[src/rtl/divseq_pkg.sv]
package divseq_pkg;

  typedef enum logic [2:0] {
    STP_IDLE,
    STP_SEED_CLR,
    STP_FRAC_CLR,
    STP_MID,
    STP_FINAL,
    STP_SEED_SET,
    STP_FRAC_SET
  } step_e;

  // first write of a freshly accepted request
  function automatic step_e first_step(input logic frac, input logic haz);
    if (frac)     return STP_SEED_CLR;
    else if (haz) return STP_MID;
    else          return STP_FINAL;
  endfunction

  // successor of a write once it has been accepted
  function automatic step_e next_step(input step_e s, input logic frac, input logic haz);
    case (s)
      STP_SEED_CLR: return STP_FRAC_CLR;
      STP_FRAC_CLR: return haz ? STP_MID : STP_FINAL;
      STP_MID:      return STP_FINAL;
      STP_FINAL:    return frac ? STP_SEED_SET : STP_IDLE;
      STP_SEED_SET: return STP_FRAC_SET;
      default:      return STP_IDLE;
    endcase
  endfunction

endpackage

[src/rtl/divseq_plan.sv]
// Computes the bridging value and the hazard flag from two divider values.
module divseq_plan #(
  parameter int DIV_W   = 16,
  parameter int GUARD_W = 11
) (
  input  logic [DIV_W-1:0] from_i,
  input  logic [DIV_W-1:0] to_i,
  output logic [DIV_W-1:0] mid_o,
  output logic             hazard_o
);
  localparam int LOW_W = DIV_W - GUARD_W;

  logic [GUARD_W-1:0] keep;

  for (genvar g = 0; g < GUARD_W; g++) begin : g_keep
    assign keep[g] = from_i[LOW_W+g] & to_i[LOW_W+g];
  end

  assign hazard_o = ~|keep;
  assign mid_o    = from_i | to_i;

endmodule

[src/rtl/divseq_ctrl.sv]
// Step sequencing and request capture.
module divseq_ctrl
  import divseq_pkg::*;
#(
  parameter int DIV_W  = 16,
  parameter int DATA_W = 24
) (
  input  logic              clk,
  input  logic              rst,
  input  logic              start_i,
  input  logic              frac_mode_i,
  input  logic [DIV_W-1:0]  tgt_int_i,
  input  logic [DATA_W-1:0] tgt_frac_i,
  input  logic [DIV_W-1:0]  mid_i,
  input  logic              haz_i,
  input  logic              wr_ready_i,
  output step_e             step_d_o,
  output logic              load_o,
  output logic [DIV_W-1:0]  mid_s_o,
  output logic [DIV_W-1:0]  fin_s_o,
  output logic [DATA_W-1:0] frc_s_o,
  output logic              done_o,
  output logic              hazard_o
);
  step_e             step_q;
  logic              frac_q;
  logic              haz_q;
  logic [DIV_W-1:0]  mid_q;
  logic [DIV_W-1:0]  fin_q;
  logic [DATA_W-1:0] frc_q;
  logic              done_q;

  logic  go;
  logic  fire;
  step_e nxt;

  assign go   = (step_q == STP_IDLE) && start_i;
  assign fire = (step_q != STP_IDLE) && wr_ready_i;
  assign nxt  = next_step(step_q, frac_q, haz_q);

  always_comb begin
    if (go)        step_d_o = first_step(frac_mode_i, haz_i);
    else if (fire) step_d_o = nxt;
    else           step_d_o = step_q;
  end

  assign load_o  = go | fire;
  assign mid_s_o = go ? mid_i      : mid_q;
  assign fin_s_o = go ? tgt_int_i  : fin_q;
  assign frc_s_o = go ? tgt_frac_i : frc_q;

  always_ff @(posedge clk) begin
    if (rst) begin
      step_q <= STP_IDLE;
      frac_q <= 1'b0;
      haz_q  <= 1'b0;
      mid_q  <= '0;
      fin_q  <= '0;
      frc_q  <= '0;
      done_q <= 1'b0;
    end else begin
      step_q <= step_d_o;
      done_q <= fire && (nxt == STP_IDLE);
      if (go) begin
        frac_q <= frac_mode_i;
        haz_q  <= haz_i;
        mid_q  <= mid_i;
        fin_q  <= tgt_int_i;
        frc_q  <= tgt_frac_i;
      end
    end
  end

  assign done_o   = done_q;
  assign hazard_o = haz_q;

endmodule

[src/rtl/divseq_wrport.sv]
// Registered write-request outputs, loaded whenever the step advances.
module divseq_wrport
  import divseq_pkg::*;
#(
  parameter int              DIV_W    = 16,
  parameter int              DATA_W   = 24,
  parameter int              ADDR_W   = 4,
  parameter logic [ADDR_W-1:0] A_INT  = 3,
  parameter logic [ADDR_W-1:0] A_FRAC = 4,
  parameter logic [ADDR_W-1:0] A_SEED = 5,
  parameter logic [DATA_W-1:0] SEED_VAL = 24'h50894C
) (
  input  logic              clk,
  input  logic              rst,
  input  logic              load_i,
  input  step_e             step_i,
  input  logic [DIV_W-1:0]  mid_i,
  input  logic [DIV_W-1:0]  fin_i,
  input  logic [DATA_W-1:0] frc_i,
  output logic [ADDR_W-1:0] addr_o,
  output logic [DATA_W-1:0] data_o,
  output logic              valid_o
);
  logic [ADDR_W-1:0] addr_d;
  logic [DATA_W-1:0] data_d;

  always_comb begin
    addr_d = A_INT;
    data_d = '0;
    case (step_i)
      STP_SEED_CLR: begin addr_d = A_SEED; data_d = '0;            end
      STP_FRAC_CLR: begin addr_d = A_FRAC; data_d = '0;            end
      STP_MID:      begin addr_d = A_INT;  data_d = DATA_W'(mid_i); end
      STP_FINAL:    begin addr_d = A_INT;  data_d = DATA_W'(fin_i); end
      STP_SEED_SET: begin addr_d = A_SEED; data_d = SEED_VAL;      end
      STP_FRAC_SET: begin addr_d = A_FRAC; data_d = frc_i;         end
      default:      begin addr_d = A_INT;  data_d = '0;            end
    endcase
  end

  always_ff @(posedge clk) begin
    if (rst) begin
      addr_o  <= '0;
      data_o  <= '0;
      valid_o <= 1'b0;
    end else if (load_i) begin
      addr_o  <= addr_d;
      data_o  <= data_d;
      valid_o <= (step_i != STP_IDLE);
    end
  end

endmodule

[src/rtl/divupd_seq.sv]
module divupd_seq
  import divseq_pkg::*;
#(
  parameter int              DIV_W    = 16,
  parameter int              GUARD_W  = 11,
  parameter int              DATA_W   = 24,
  parameter int              ADDR_W   = 4,
  parameter logic [ADDR_W-1:0] A_INT  = 3,
  parameter logic [ADDR_W-1:0] A_FRAC = 4,
  parameter logic [ADDR_W-1:0] A_SEED = 5,
  parameter logic [DATA_W-1:0] SEED_VAL = 24'h50894C
) (
  input  logic              clk,
  input  logic              rst,
  input  logic              start_i,
  input  logic              frac_mode_i,
  input  logic [DIV_W-1:0]  cur_int_i,
  input  logic [DIV_W-1:0]  tgt_int_i,
  input  logic [DATA_W-1:0] tgt_frac_i,
  output logic [ADDR_W-1:0] wr_addr_o,
  output logic [DATA_W-1:0] wr_data_o,
  output logic              wr_valid_o,
  input  logic              wr_ready_i,
  output logic              done_o,
  output logic              hazard_o
);
  logic [DIV_W-1:0]  mid_w;
  logic              haz_w;
  step_e             step_d;
  logic              load;
  logic [DIV_W-1:0]  mid_s;
  logic [DIV_W-1:0]  fin_s;
  logic [DATA_W-1:0] frc_s;

  divseq_plan #(.DIV_W(DIV_W), .GUARD_W(GUARD_W)) u_plan (
    .from_i   (cur_int_i),
    .to_i     (tgt_int_i),
    .mid_o    (mid_w),
    .hazard_o (haz_w)
  );

  divseq_ctrl #(.DIV_W(DIV_W), .DATA_W(DATA_W)) u_ctrl (
    .clk         (clk),
    .rst         (rst),
    .start_i     (start_i),
    .frac_mode_i (frac_mode_i),
    .tgt_int_i   (tgt_int_i),
    .tgt_frac_i  (tgt_frac_i),
    .mid_i       (mid_w),
    .haz_i       (haz_w),
    .wr_ready_i  (wr_ready_i),
    .step_d_o    (step_d),
    .load_o      (load),
    .mid_s_o     (mid_s),
    .fin_s_o     (fin_s),
    .frc_s_o     (frc_s),
    .done_o      (done_o),
    .hazard_o    (hazard_o)
  );

  divseq_wrport #(
    .DIV_W(DIV_W), .DATA_W(DATA_W), .ADDR_W(ADDR_W),
    .A_INT(A_INT), .A_FRAC(A_FRAC), .A_SEED(A_SEED), .SEED_VAL(SEED_VAL)
  ) u_wr (
    .clk     (clk),
    .rst     (rst),
    .load_i  (load),
    .step_i  (step_d),
    .mid_i   (mid_s),
    .fin_i   (fin_s),
    .frc_i   (frc_s),
    .addr_o  (wr_addr_o),
    .data_o  (wr_data_o),
    .valid_o (wr_valid_o)
  );

endmodule

[config.mk]
export PLATFORM = sky130hd
export DESIGN_NAME = divupd_seq
export DESIGN_NICKNAME = d
export VERILOG_FILES = /design/src/rtl/divseq_pkg.sv /design/src/rtl/divseq_plan.sv /design/src/rtl/divseq_ctrl.sv /design/src/rtl/divseq_wrport.sv /design/src/rtl/divupd_seq.sv
export SDC_FILE = /design/constraint.sdc
export NUM_CORES = 1
export LEC_CHECK = 0
export ABC_AREA = 0
export ABC_CLOCK_PERIOD_IN_PS = 8600
export CAP_MARGIN = 20
export CELL_PAD_IN_SITES_DETAIL_PLACEMENT = 1
export CELL_PAD_IN_SITES_GLOBAL_PLACEMENT = 1
export CORE_ASPECT_RATIO = 1.1
export CORE_UTILIZATION = 40
export CTS_CLUSTER_SIZE = 16
export DETAILED_ROUTE_END_ITERATION = 10
export PLACE_DENSITY_LB_ADDON = 0.1
export SYNTH_ARGS = -nofsm -noshare
export SYNTH_HDL_FRONTEND = slang
export SYNTH_SLANG_ARGS = --single-unit
export TNS_END_PERCENT = 5
[constraint.sdc]
create_clock -name clk -period 8.6 [get_ports clk]
set_input_delay 1.29 -clock clk [delete_from_list [all_inputs] [get_ports clk]]
set_output_delay 1.29 -clock clk [all_outputs]
set_load 0.02 [all_outputs]
# Word-level counts from Yosys, hierarchy flattened
# Cells that the tools add are included.
[op_classes]
n_bitwise = 13
div_mod_pow = 0
n_eq_ne = 11
n_lt_le_gt_ge = 0
reduce_logical = 11
n_mul = 0
mux = 12
shifts = 0
addsub = 0
[ops]
columns = ["cell", "count"]
rows = [
  ["case mux 24 bit (4 select lines)", 1],
  ["two-way mux 16 bit", 2],
  ["two-way mux 24 bit", 1],
  ["two-way mux 3 bit", 6],
  ["OR 16 bit", 1],
  ["== test 3 bit (second input constant)", 5],
  ["case mux 3 bit (5 select lines)", 1],
  ["== test 3 x 2 -> 1 bit (second input constant)", 4],
  ["AND 1 bit", 11],
  ["OR reduction 11 bit", 1],
  ["== test 3 x 1 -> 1 bit (second input constant)", 2],
  ["logical NOT 3 bit", 2],
  ["case mux 3 bit (2 select lines)", 1],
  ["nonzero test 3 bit", 2],
  ["OR reduction 2 bit", 2],
  ["logical AND 1 bit", 3],
  ["logical NOT 1 bit", 1],
  ["OR 1 bit", 1],
]
[totals]
regBits = 91
mem_bits_rw = 0
mem_count = 0
latchBits = 0
out_inout_bits = 31
mem_bits_ro = 0

# Longest topological paths before layout
# Gate-level depths: netlist (run 1).
[logic_depth]
word_depth = 8
mapped_depth = 13
ltp_nobuf = 10

# By module
# A second synthesis (run 1) with hierarchy kept.
[unflattened]
hier_cells = 419
area_unflattened_um2 = 4551.9
[by_module_without_submodules]
columns = ["module", "area_per_inst_um2", "n_inst", "cells_per_inst"]
rows = [
  ["divseq_ctrl", 2813.9, 1, 220],
  ["divseq_wrport", 1572.8, 1, 176],
  ["divseq_plan", 165.2, 1, 23],
]

# Least setup slack after synthesis (run 1)
# Ideal clock, no wire load.
[synth_path]
kind = "input-to-reg"
from = "input cur_int_i[6]"
to = "register u_wr.data_o[10]"
setup_time_ns = 0.069
path_slack_ns = 4.987
stages = 11
t_required_ns = 8.531
t_arrival_ns = 3.544
path_cell_list = "a222oi_1 > nand2_1 > or2_2 > o22a_1 > inv_1 > ha_1 > clkbuf_1 > nor3_1 > a2111o_1 > buf_6 > o21ai_1"
[synth_between]
elab_chain_len = 7
word_cells_on_any_way = 10
[synth_rtl]
columns = ["item", "line_no", "source"]
rows = [
  ["from (decl)", "divupd_seq.sv:17", "input logic [DIV_W-1:0] cur_int_i,"],
  ["AND 1 bit *", "divseq_plan.sv:16", "assign keep[g] = from_i[LOW_W+g] & to_i[LOW_W+g];"],
  ["OR reduction 11 bit *", "divseq_plan.sv:19", "assign hazard_o = ~|keep;"],
  ["two-way mux 3 bit *", "divseq_pkg.sv:16", "else if (haz) return STP_MID;"],
  ["two-way mux 3 bit *", "divseq_pkg.sv:15", "if (frac) return STP_SEED_CLR;"],
  ["two-way mux 3 bit *", "divseq_ctrl.sv:42", "if (go) step_d_o = first_step(frac_mode_i, haz_i);"],
  ["named net step_d[1]", "divupd_seq.sv:29", "step_e step_d;"],
  ["== test 3 bit or == test 3 x 2 -> 1 bit (tied branches)", "divseq_wrport.sv:30", "case (step_i)"],
  ["case mux 24 bit (4 select lines) *", "divseq_wrport.sv:30", ""],
  ["to (signal assigned)", "divseq_wrport.sv:48", "data_o <= data_d;"],
  ["to (decl)", "divseq_wrport.sv:21", "output logic [DATA_W-1:0] data_o,"],
]
# The timed path passes the listed nets; every way through them passes the cells marked *.
# A chain may end at the register's enable or synchronous reset.

# Worst setup path after layout (run 1)
[layout_path]
from = "input start_i"
to = "register u_wr.data_o[5]"
[layout_between]
elab_chain_len = 4
word_cells_on_any_way = 11
[layout_rtl]
columns = ["item", "line_no", "source"]
rows = [
  ["from (decl)", "divupd_seq.sv:15", "input logic start_i,"],
  ["logical AND 1 bit *", "divseq_ctrl.sv:37", "assign go = (step_q == STP_IDLE) && start_i;"],
  ["two-way mux 3 bit *", "divseq_ctrl.sv:42", ""],
  ["named net step_d[1]", "divupd_seq.sv:29", ""],
  ["== test 3 bit or == test 3 x 2 -> 1 bit (tied branches)", "divseq_wrport.sv:30", ""],
  ["case mux 24 bit (4 select lines) *", "divseq_wrport.sv:30", ""],
]
# Marks and branches as above.

==> results of run 1 <==
[layer usage]
metal | share of wire, % | vias up | GRT usage [%]
li1 | - | 1768 | -
met1 | 46 | 1755 | 28.2
met2 | 50 | 81 | 40.8
met3 | 3.4 | 15 | 3.00
met4 | 1.2 | 0 | 6.93
met5 | 0 | - | 0
[Yosys cell counts, types with 10 or more instances]
cell type,number
mux2i_1,26
o22ai_1,10
a21oi_1,32
a32oi_1,10
clkbuf_1,21
and2_1,13
nor2_1,41
nand2_1,84
o21ai_0,25
dfxtp_1,90
[stage by stage]
stage	setup slack [ns]	hold WS [ns]	utilization, %
finish	3.90	0.459	53.7
global route	3.63	0.491	53.7
CTS	3.90	0.460	53.3
detailed placement	3.55	0.448	51.2
global placement	3.71	0.440	51.1
floorplan	4.99	0.437	-
[worst register-to-register path, cell delays in order (launching register included)]
cell and delay (ns):
dfxtp_1 0.43, nor4b_4 0.30, buf_4 0.41, nand2_1 0.21
or2_2 0.33, o22a_1 0.25, inv_1 0.11, ha_1 0.63
a21oi_1 0.09, a2111o_1 0.70, o21ai_0 0.29
[cell type report]
class	instances	area share (%)
clock buffers	10	2.51
clock inverters	6	1.43
inverters	4	0.295
multi-input cells	333	38.6
flip-flops and latches	90	35.4
well taps	117	2.87
repair buffers	96	18.9
[how the worst max path moves through the flow]
stage / startpoint / endpoint / depth (start not counted)
detailed placement: start_i / u_wr.data_o[1]$_SDFFE_PP0P_ / 11
global route: start_i / u_wr.data_o[1]$_SDFFE_PP0P_ / 11
CTS: start_i / u_wr.data_o[1]$_SDFFE_PP0P_ / 11
floorplan: cur_int_i[6] / u_wr.data_o[10]$_SDFFE_PP0P_ / 11
global placement: start_i / u_wr.data_o[5]$_SDFFE_PP0P_ / 11
finish: start_i / u_wr.data_o[5]$_SDFFE_PP0P_ / 11
[layout by cell type, fill, tap and decap left out, types with 10 or more instances in the layout]
cell | Yosys | routed
a21oi_1 | 32 | 32
a32oi_1 | 10 | 10
and2_1 | 13 | 13
clkdlybuf4s50_1 | 0 | 89
dfxtp_1 | 90 | 90
mux2i_1 | 26 | 26
nand2_1 | 84 | 84
nor2_1 | 41 | 41
o21ai_0 | 25 | 25
o22ai_1 | 10 | 10
[registers in the layout (all words and copies together) (netlist names)]
register and count:
u_ctrl.frc_q 24, u_wr.data_o 24, u_ctrl.fin_q 16, u_ctrl.mid_q 16, u_ctrl.step_q 3, u_wr.addr_o 3, u_ctrl.done_o 1, u_ctrl.frac_q 1
u_ctrl.hazard_o 1, u_wr.valid_o 1
[cell families after synthesis]
kind of cell / Yosys count
other: 1
muxes: 29
buffers and inverters: 40
and+or+nand+nor: 183
adders and majority gates: 4
AOI/OAI and AO/OA: 116
DFF: 90
[power by group through the flow]
stage	Combinational, mW	Clock, mW	Sequential (mW)
floorplan	0.164	0	0.476
global placement	0.246	0	0.473
detailed placement	0.253	0	0.475
CTS	0.255	0.304	0.465
global route	0.281	0.321	0.468
finish	0.258	0.298	0.465
==> results by group, run 1 <==
Layout
  • Fraction of layout cells with a size suffix above 1: 6.68%
  • # diodes: 0
  • Multi-input logic area: 1970 sq um
  • P&R area growth vs syn: 28.0%
  • Final non-filler cell total: 656
  • Nets: 599
  • Fillers: 1105
  • Fin area: 5090 sq um
  • Register Area: 1800 sq um

Detailed routing
  • DR WL/cell: 17.6 um
  • Antenna Violating Nets Remaining: 0
  • Routed wire length: 11600 um
  • Vias per cell: 5.52
  • Via count: 3619
  • DRT Pass-1 Iters: 4
  • Drt drc: 0
  • First DRT Iteration DRCs: 135

Yosys
  • Simple-gate share of the synthesized area: 21.5%
  • Sequential fraction of the synthesis area: 45.3%
  • Async S/R FF share, synth: 0%
  • Synth top area share: 45.3%
  • Ys flop type: dfxtp_1
  • Syn avg cell area: 8.59 sq um
  • Post-synthesis instance area: 3980 sq um
  • Synth warn: 0
  • Post-synth EDFFs: 0
  • Post-Syn Instances: 463
  • Adder-cell share of the synthesized area: 1.26%
  • Largest area contributor in the netlist: dfxtp_1
  • Top cells by area, synth: dfxtp_1 45%, nand2_1 7.9%, mux2i_1 6.5%, a21oi_1 4.0%, nor2_1 3.9%
  • Complex-gate fraction of the synthesized area: 19.2%
  • Syn_nets: 528
  • XOR/XNOR share of the synthesized area: 0%
  • Yosys reg bits: 90
  • Library cells used by synthesis: 50
  • Largest family of logic cells by synthesized area: simple AND/OR/NAND/NOR gates
  • Post-synthesis mux area share: 7.39%

GRT
  • Vias in the first global route: 3684
  • Total track usage: 22.7%
  • Initial antenna violation count: 0
  • GR Overflow Total: 0
  • First-pass GRT wire length: 18600 um
  • Pin count of the biggest net entering global routing: 58

Critical path
  • CP delay by family, top: compound AO/OA/AOI/OAI gates
  • Worst path arrival time: 4.98 ns
  • Crit path buf inv count: 3
  • CP Cell Sequence: clkdlybuf4s50_1, nor4b_4, buf_4, nand2_1, or2_2, o22a_1, inv_1, ha_1, a21oi_1, a2111o_1, o21ai_0
  • Reg-to-reg slack, setup: 4.78 ns
  • Startpoint types: primary input
  • Critical Path Slowest Stage Cell: a2111o_1
  • Critical Path Sink Type: flop
  • Worst r2r src: u_ctrl.step_q[0]$_SDFF_PP0_
  • Reg2reg end: u_wr.data_o[5]$_SDFFE_PP0P_
  • WP data required: 8.88 ns
  • Critical path class: primary input to flop
  • Max stage delay on crit path: 0.70 ns
  • Crit-path max FO: 38
  • Worst Reg-to-Reg Cells: 10

Place
  • Placement Cell Area: 4860 sq um
  • Gpl congestion: 0.787
  • IO buf count: 90
  • # placed instances: 638
  • HPWL Detailed: 7910 um

Clocking
  • Post-CTS Hold Fix Bufs: 0
  • Clock-pin slew on the worst setup and hold paths: 0.09 ns
  • Post-CTS setup repair buffer count: 0
  • H-Tree Depth: 3
  • CTS tree: yes
  • Worst skew pair latency: 0.36 ns
  • CTS Sinks: 90
  • Post-cts resize count: 0
  • CTS Buffer Depth: 2
  • Total CTS buffers: 9
  • Clk root buf: clkbuf_8

Pwr
  • Clock Power Share: 29.2%
  • Peak supply drop: 0.0000798 V
  • Seq pwr share: 45.5%
  • Power Dens Cells: 200 nW/um^2
  • Pleak: 1.95 nW
  • Internal power: 0.694 mW
  • Sw power: 0.327 mW
  • Power Total: 1.02 mW
  • Combinational share of power: 25.3%
  • Sw frac: 32.0%

Hold path
  • Worst Hold End: u_wr.data_o[20]$_SDFFE_PP0P_
  • Cell depth of the worst min-delay path: 2
  • Min-delay worst type: flop to flop
  • Startpoint of the worst hold path: u_wr.data_o[20]$_SDFFE_PP0P_

STA
  • Final slew viol count: 0
  • Crit share post-route: 54.7%
  • RSZ-0062 raised after global routing: no
  • Setup Skew: 0.00794 ns
  • Fin. Hold Viols: 0
  • Worst slew margin: 42.6%
  • Final setup violation count: 0
  • Achievable Freq: 0.213 GHz
  • Setup TNS: 0 ns
  • Min Tclk post-route: 4.70 ns
  • Slew @ Worst Pin: 0.861 ns

Floorplanning
  • Die Y: 107 um
  • Row count: 37
  • Die area: 10400 sq um
  • Io pins: 92
  • Core Box Area: 9490 sq um
  • Die X: 97.1 um
  • Initial Util: 41.9%

Status
  • Status: finished, final reports clean

Run
  • # Max-Cap Violations: 0
No activity file was read; power rests on OpenSTA's default activity.
==> run 2, diff against run 1 <==
Settings changed: ABC_CLOCK_PERIOD_IN_PS 8600 to 4600, CORE_UTILIZATION 40 to 37.
Clock period 8.6 ns to 4.6 ns, I/O delays scaled along.
==> results by group, run 2 (synthesized netlist as in run 1, its figures left out) <==
Clocking
  • Total CTS buffers: 9
  • Post-CTS setup repair buffer count: 0
  • Post-CTS Hold Fix Bufs: 0
  • H-Tree Depth: 3
  • Post-cts resize count: 0
  • CTS tree: yes
  • CTS Sinks: 90
  • Worst skew pair latency: 0.34 ns
  • CTS Buffer Depth: 2
  • Clk root buf: clkbuf_16
  • Clock-pin slew on the worst setup and hold paths: 0.06 ns

Layout
  • Commonest non-fill, non-tap cells in the layout: 90 x dfxtp_1, 89 x clkdlybuf4s50_1, 84 x nand2_1, 41 x nor2_1, 32 x a21oi_1
  • Largest regs: u_ctrl.frc_q x24, u_wr.data_o x24
  • Multi-input logic area: 1970 sq um
  • Commonest non-fill, non-tap cell in the layout: dfxtp_1
  • Final non-filler cell total: 683
  • Nets: 600
  • Fillers: 1244
  • Register Area: 1800 sq um
  • Fin area: 5230 sq um
  • Fraction of layout cells with a size suffix above 1: 6.85%
  • P&R area growth vs syn: 31.4%
  • # diodes: 0

Critical path
  • Critical path class: primary input to flop
  • Startpoint types: primary input
  • Crit-path max FO: 16
  • Worst path arrival time: 4.00 ns
  • WP data required: 4.85 ns
  • Critical Path Sink Type: flop

STA
  • Final setup violation count: 0
  • Slew @ Worst Pin: 1.03 ns
  • Fin Hold WS: 0.453 ns
  • Min Tclk post-route: 3.75 ns
  • RSZ-0062 raised after global routing: no
  • Achievable Freq: 0.266 GHz
  • Crit share post-route: 81.6%
  • Worst slew margin: 31.6%
  • Final slew viol count: 0
  • Setup TNS: 0 ns
  • Setup Skew: 0.0103 ns
  • Fin. Hold Viols: 0

GRT
  • Total track usage: 22.6%
  • Pin count of the biggest net entering global routing: 37
  • GR Overflow Total: 0
  • First-pass GRT wire length: 19600 um
  • Vias in the first global route: 3864
  • Initial antenna violation count: 0

Floorplanning
  • Die area: 11200 sq um
  • Initial Util: 38.1%
  • Die X: 101 um
  • Die Y: 111 um
  • Core Box Area: 10400 sq um
  • Row count: 39
  • Io pins: 92

Pwr
  • Internal power: 1.48 mW
  • Clock Power Share: 35.6%
  • Power Total: 2.11 mW
  • Pleak: 2.00 nW
  • Seq pwr share: 41.3%
  • Sw power: 0.631 mW
  • Power Dens Cells: 404 nW/um^2
  • Combinational share of power: 23.2%
  • Sw frac: 29.9%
  • Peak supply drop: 0.000171 V

Place
  • HPWL Detailed: 8400 um
  • Placement Cell Area: 4920 sq um
  • Gpl congestion: 0.813
  • IO buf count: 90
  • # placed instances: 667

Detailed routing
  • First DRT Iteration DRCs: 84
  • Vias per cell: 5.37
  • Routed wire length: 12100 um
  • Antenna Violating Nets Remaining: 0
  • Via count: 3668
  • Drt drc: 0
  • DRT Pass-1 Iters: 4
  • DR WL/cell: 17.7 um

Hold path
  • Min-delay worst type: flop to flop

Status
  • Status: finished, final reports clean

Run
  • # Max-Cap Violations: 0
## run 2: per-layer routing
metal | vias to the layer above | track usage [%] | wire length, um | part of all wire, %
li1 | 1774 | - | - | -
met5 | - | 0 | 0 | 0
met3 | 14 | 3.47 | 402 | 3.3
met2 | 77 | 39.6 | 5970 | 49
met1 | 1803 | 28.3 | 5580 | 46
met4 | 0 | 6.18 | 163 | 1.3
## run 2: cell type report
class / instances / share of cell area (%)
clock inverters: 5 / 1.20
repair buffers: 97 / 18.4
inverters: 4 / 0.287
flip-flops and latches: 90 / 34.4
multi-input cells: 333 / 37.6
well taps: 143 / 3.42
clock buffers: 11 / 4.64
## run 2: power groups by stage
stage / Combinational, mW / Sequential [mW] / Clock [mW]
2_1_floorplan: 0.306 / 0.890 / 0
3_3_place_gp: 0.478 / 0.884 / 0
3_5_place_dp: 0.489 / 0.888 / 0
4_1_cts: 0.492 / 0.871 / 0.764
5_1_grt: 0.534 / 0.877 / 0.798
6_report: 0.489 / 0.871 / 0.751
## run 2: path summary, 6_finish.rpt
kind,from,end,slack (ns),cells past startpoint
setup / recovery,tgt_int_i[6],u_wr.data_o[5]$_SDFFE_PP0P_,0.85,10
hold / removal,u_wr.data_o[22]$_SDFFE_PP0P_,u_wr.data_o[22]$_SDFFE_PP0P_,0.45,2
setup reg to reg,u_ctrl.step_q[0]$_SDFF_PP0_,u_wr.data_o[5]$_SDFFE_PP0P_,1.29,9
hold reg to reg,u_wr.data_o[22]$_SDFFE_PP0P_,u_wr.data_o[22]$_SDFFE_PP0P_,0.45,2
## run 2: through the flow
stage	setup WS (ns)	util, %
floorplan	1.59	-
global placement	0.741	47.2
detailed placement	0.580	47.2
CTS	0.892	50.1
global route	0.632	50.1
finish	0.847	50.1
## run 2: critical path, stage by stage
cell and delay [ns]:
clkdlybuf4s50_1 0.45, a222oi_1 0.46, nand2_1 0.19, o21ai_2 0.31
a211oi_1 0.17, inv_1 0.15, ha_1 0.45, nor3_1 0.10
a2111o_1 0.72, o21ai_0 0.30
==> run 3, diff against run 2 <==
Settings changed: ABC_CLOCK_PERIOD_IN_PS 4600 to 3800.
Clock period 4.6 ns to 3.8 ns, I/O delays scaled along.
==> results by group, run 3 (synthesized netlist as in run 1, its figures left out) <==
STA
  • Crit share post-route: 89.8%
  • Achievable Freq: 0.293 GHz
  • Slew @ Worst Pin: 0.953 ns
  • Setup TNS: 0 ns
  • Final setup violation count: 0
  • Final slew viol count: 0
  • Min Tclk post-route: 3.41 ns
  • Worst slew margin: 36.5%
  • RSZ-0062 raised after global routing: no
  • Fin. Hold Viols: 0
  • Setup Skew: 0.0101 ns

Floorplanning
  • Die X: 101 um
  • Row count: 39
  • Initial Util: 38.1%
  • Die Y: 111 um
  • Core Box Area: 10400 sq um
  • Die area: 11200 sq um
  • Io pins: 92

Place
  • Gpl congestion: 0.819
  • IO buf count: 90
  • HPWL Detailed: 8800 um

Clocking
  • Post-CTS setup repair buffer count: 0
  • Total CTS buffers: 9
  • CTS Buffer Depth: 2
  • Clock-pin slew on the worst setup and hold paths: 0.07 ns
  • Clk root buf: clkbuf_16
  • CTS Sinks: 90
  • H-Tree Depth: 3
  • Post-CTS Hold Fix Bufs: 0
  • Worst skew pair latency: 0.34 ns
  • Post-cts resize count: 0
  • CTS tree: yes

Hold path
  • Startpoint of the worst hold path: u_wr.data_o[22]$_SDFFE_PP0P_
  • Min-delay worst type: flop to flop

Critical path
  • Crit path launch: tgt_int_i[7]
  • Max stage delay on crit path: 0.60 ns
  • Worst path arrival time: 3.61 ns
  • Critical Path Sink Type: flop
  • CP delay by family, top: compound AO/OA/AOI/OAI gates
  • Startpoint types: primary input
  • Crit path buf inv count: 1
  • CP Cell Sequence: clkdlybuf4s50_1, a22oi_1, nand4_1, or2_2, o22a_1, ha_1, nor3_1, a2111o_1, o21ai_0
  • Worst r2r src: u_ctrl.step_q[0]$_SDFF_PP0_
  • WP data required: 4.00 ns
  • Critical Path Slowest Stage Cell: a2111o_1
  • Crit-path max FO: 16
  • Critical path class: primary input to flop

Layout
  • Nets: 608
  • Commonest non-fill, non-tap cell in the layout: dfxtp_1
  • Largest regs: u_ctrl.frc_q x24, u_wr.data_o x24
  • Commonest non-fill, non-tap cells in the layout: 90 x dfxtp_1, 89 x clkdlybuf4s50_1, 84 x nand2_1, 41 x nor2_1, 32 x a21oi_1
  • # diodes: 0
  • Fraction of layout cells with a size suffix above 1: 8.21%
  • P&R area growth vs syn: 33.6%
  • Core Util, Final: 50.9%

Detailed routing
  • Vias per cell: 5.38
  • DRT Pass-1 Iters: 4
  • Via count: 3715
  • First DRT Iteration DRCs: 168
  • Routed wire length: 12500 um
  • Drt drc: 0
  • Antenna Violating Nets Remaining: 0
  • DR WL/cell: 18.1 um

Pwr
  • Power Dens Cells: 499 nW/um^2
  • Pleak: 2.06 nW
  • Peak supply drop: 0.000239 V

GRT
  • Pin count of the biggest net entering global routing: 32
  • Initial antenna violation count: 0
  • GR Overflow Total: 0
  • Vias in the first global route: 3829
  • Total track usage: 23.5%
  • First-pass GRT wire length: 20000 um

Status
  • Status: finished, final reports clean

Run
  • # Max-Cap Violations: 0
[run 3: cell count changes in the layout (fill, tap and decap cells not counted), sizes merged]
cell,delta
buf,+8
bufinv,+1
clkbuf,-1
clkinv,+1
clkinvlp,-2
inv,+1
[run 3: path summary, 6_finish.rpt]
kind,end,slack (ns),depth (start not counted)
worst max-delay path,u_wr.data_o[4]$_SDFFE_PP0P_,0.39,9
worst min-delay path,u_wr.data_o[22]$_SDFFE_PP0P_,0.45,2
worst max register to register,u_wr.data_o[4]$_SDFFE_PP0P_,0.63,8
worst min register to register,u_wr.data_o[22]$_SDFFE_PP0P_,0.45,2
[run 3: metrics by stage]
stage	hold slack, ns	instances	setup WS, ns	power (mW)	area (sq um)
after global routing	0.473	691	0.195	2.78	5320
final	0.453	691	0.387	2.65	5320
after global placement	0.441	674	0.239	1.67	4980
after floorplan	0.437	463	0.907	1.45	3980
after detailed placement	0.446	675	0.0922	1.69	4990
after CTS	0.455	691	0.390	2.67	5320
[run 3: worst register-to-register path, cell delays in order, from the launching register on]
cell	delay, ns
dfxtp_1	0.42
nor4b_4	0.48
nand2_1	0.19
or2_2	0.33
o22a_1	0.26
ha_1	0.30
nor3_1	0.25
a2111o_1	0.60
o21ai_0	0.21
[run 3: per-layer routing]
| metal | track usage (%) | wire length [um] | part of all wire (%) | up-vias |
|---|---|---|---|---|
| met5 | 0 | 0 | 0 | - |
| met4 | 8.60 | 216 | 1.7 | 0 |
| met3 | 3.85 | 610 | 4.9 | 16 |
| met2 | 40.1 | 6230 | 50 | 111 |
| met1 | 29.4 | 5430 | 43 | 1804 |
| li1 | - | - | - | 1784 |
[run 3: layout make-up]
type                            count  area, sq um
Clock inverter                      6         97.6
Multi-Input combinational cell    333         1970
Tap cell                          143          179
Timing Repair Buffer              105         1020
Clock buffer                       10          229
Sequential cell                    90         1800
Inverter                            4         15.0
Fill cell                        1245         5130
[run 3: power breakdown]
part	internal, mW	leakage (nW)	switching, mW
clock network	0.586	0.159	0.398
logic	0.257	1.16	0.360
registers	1.02	0.737	0.0345
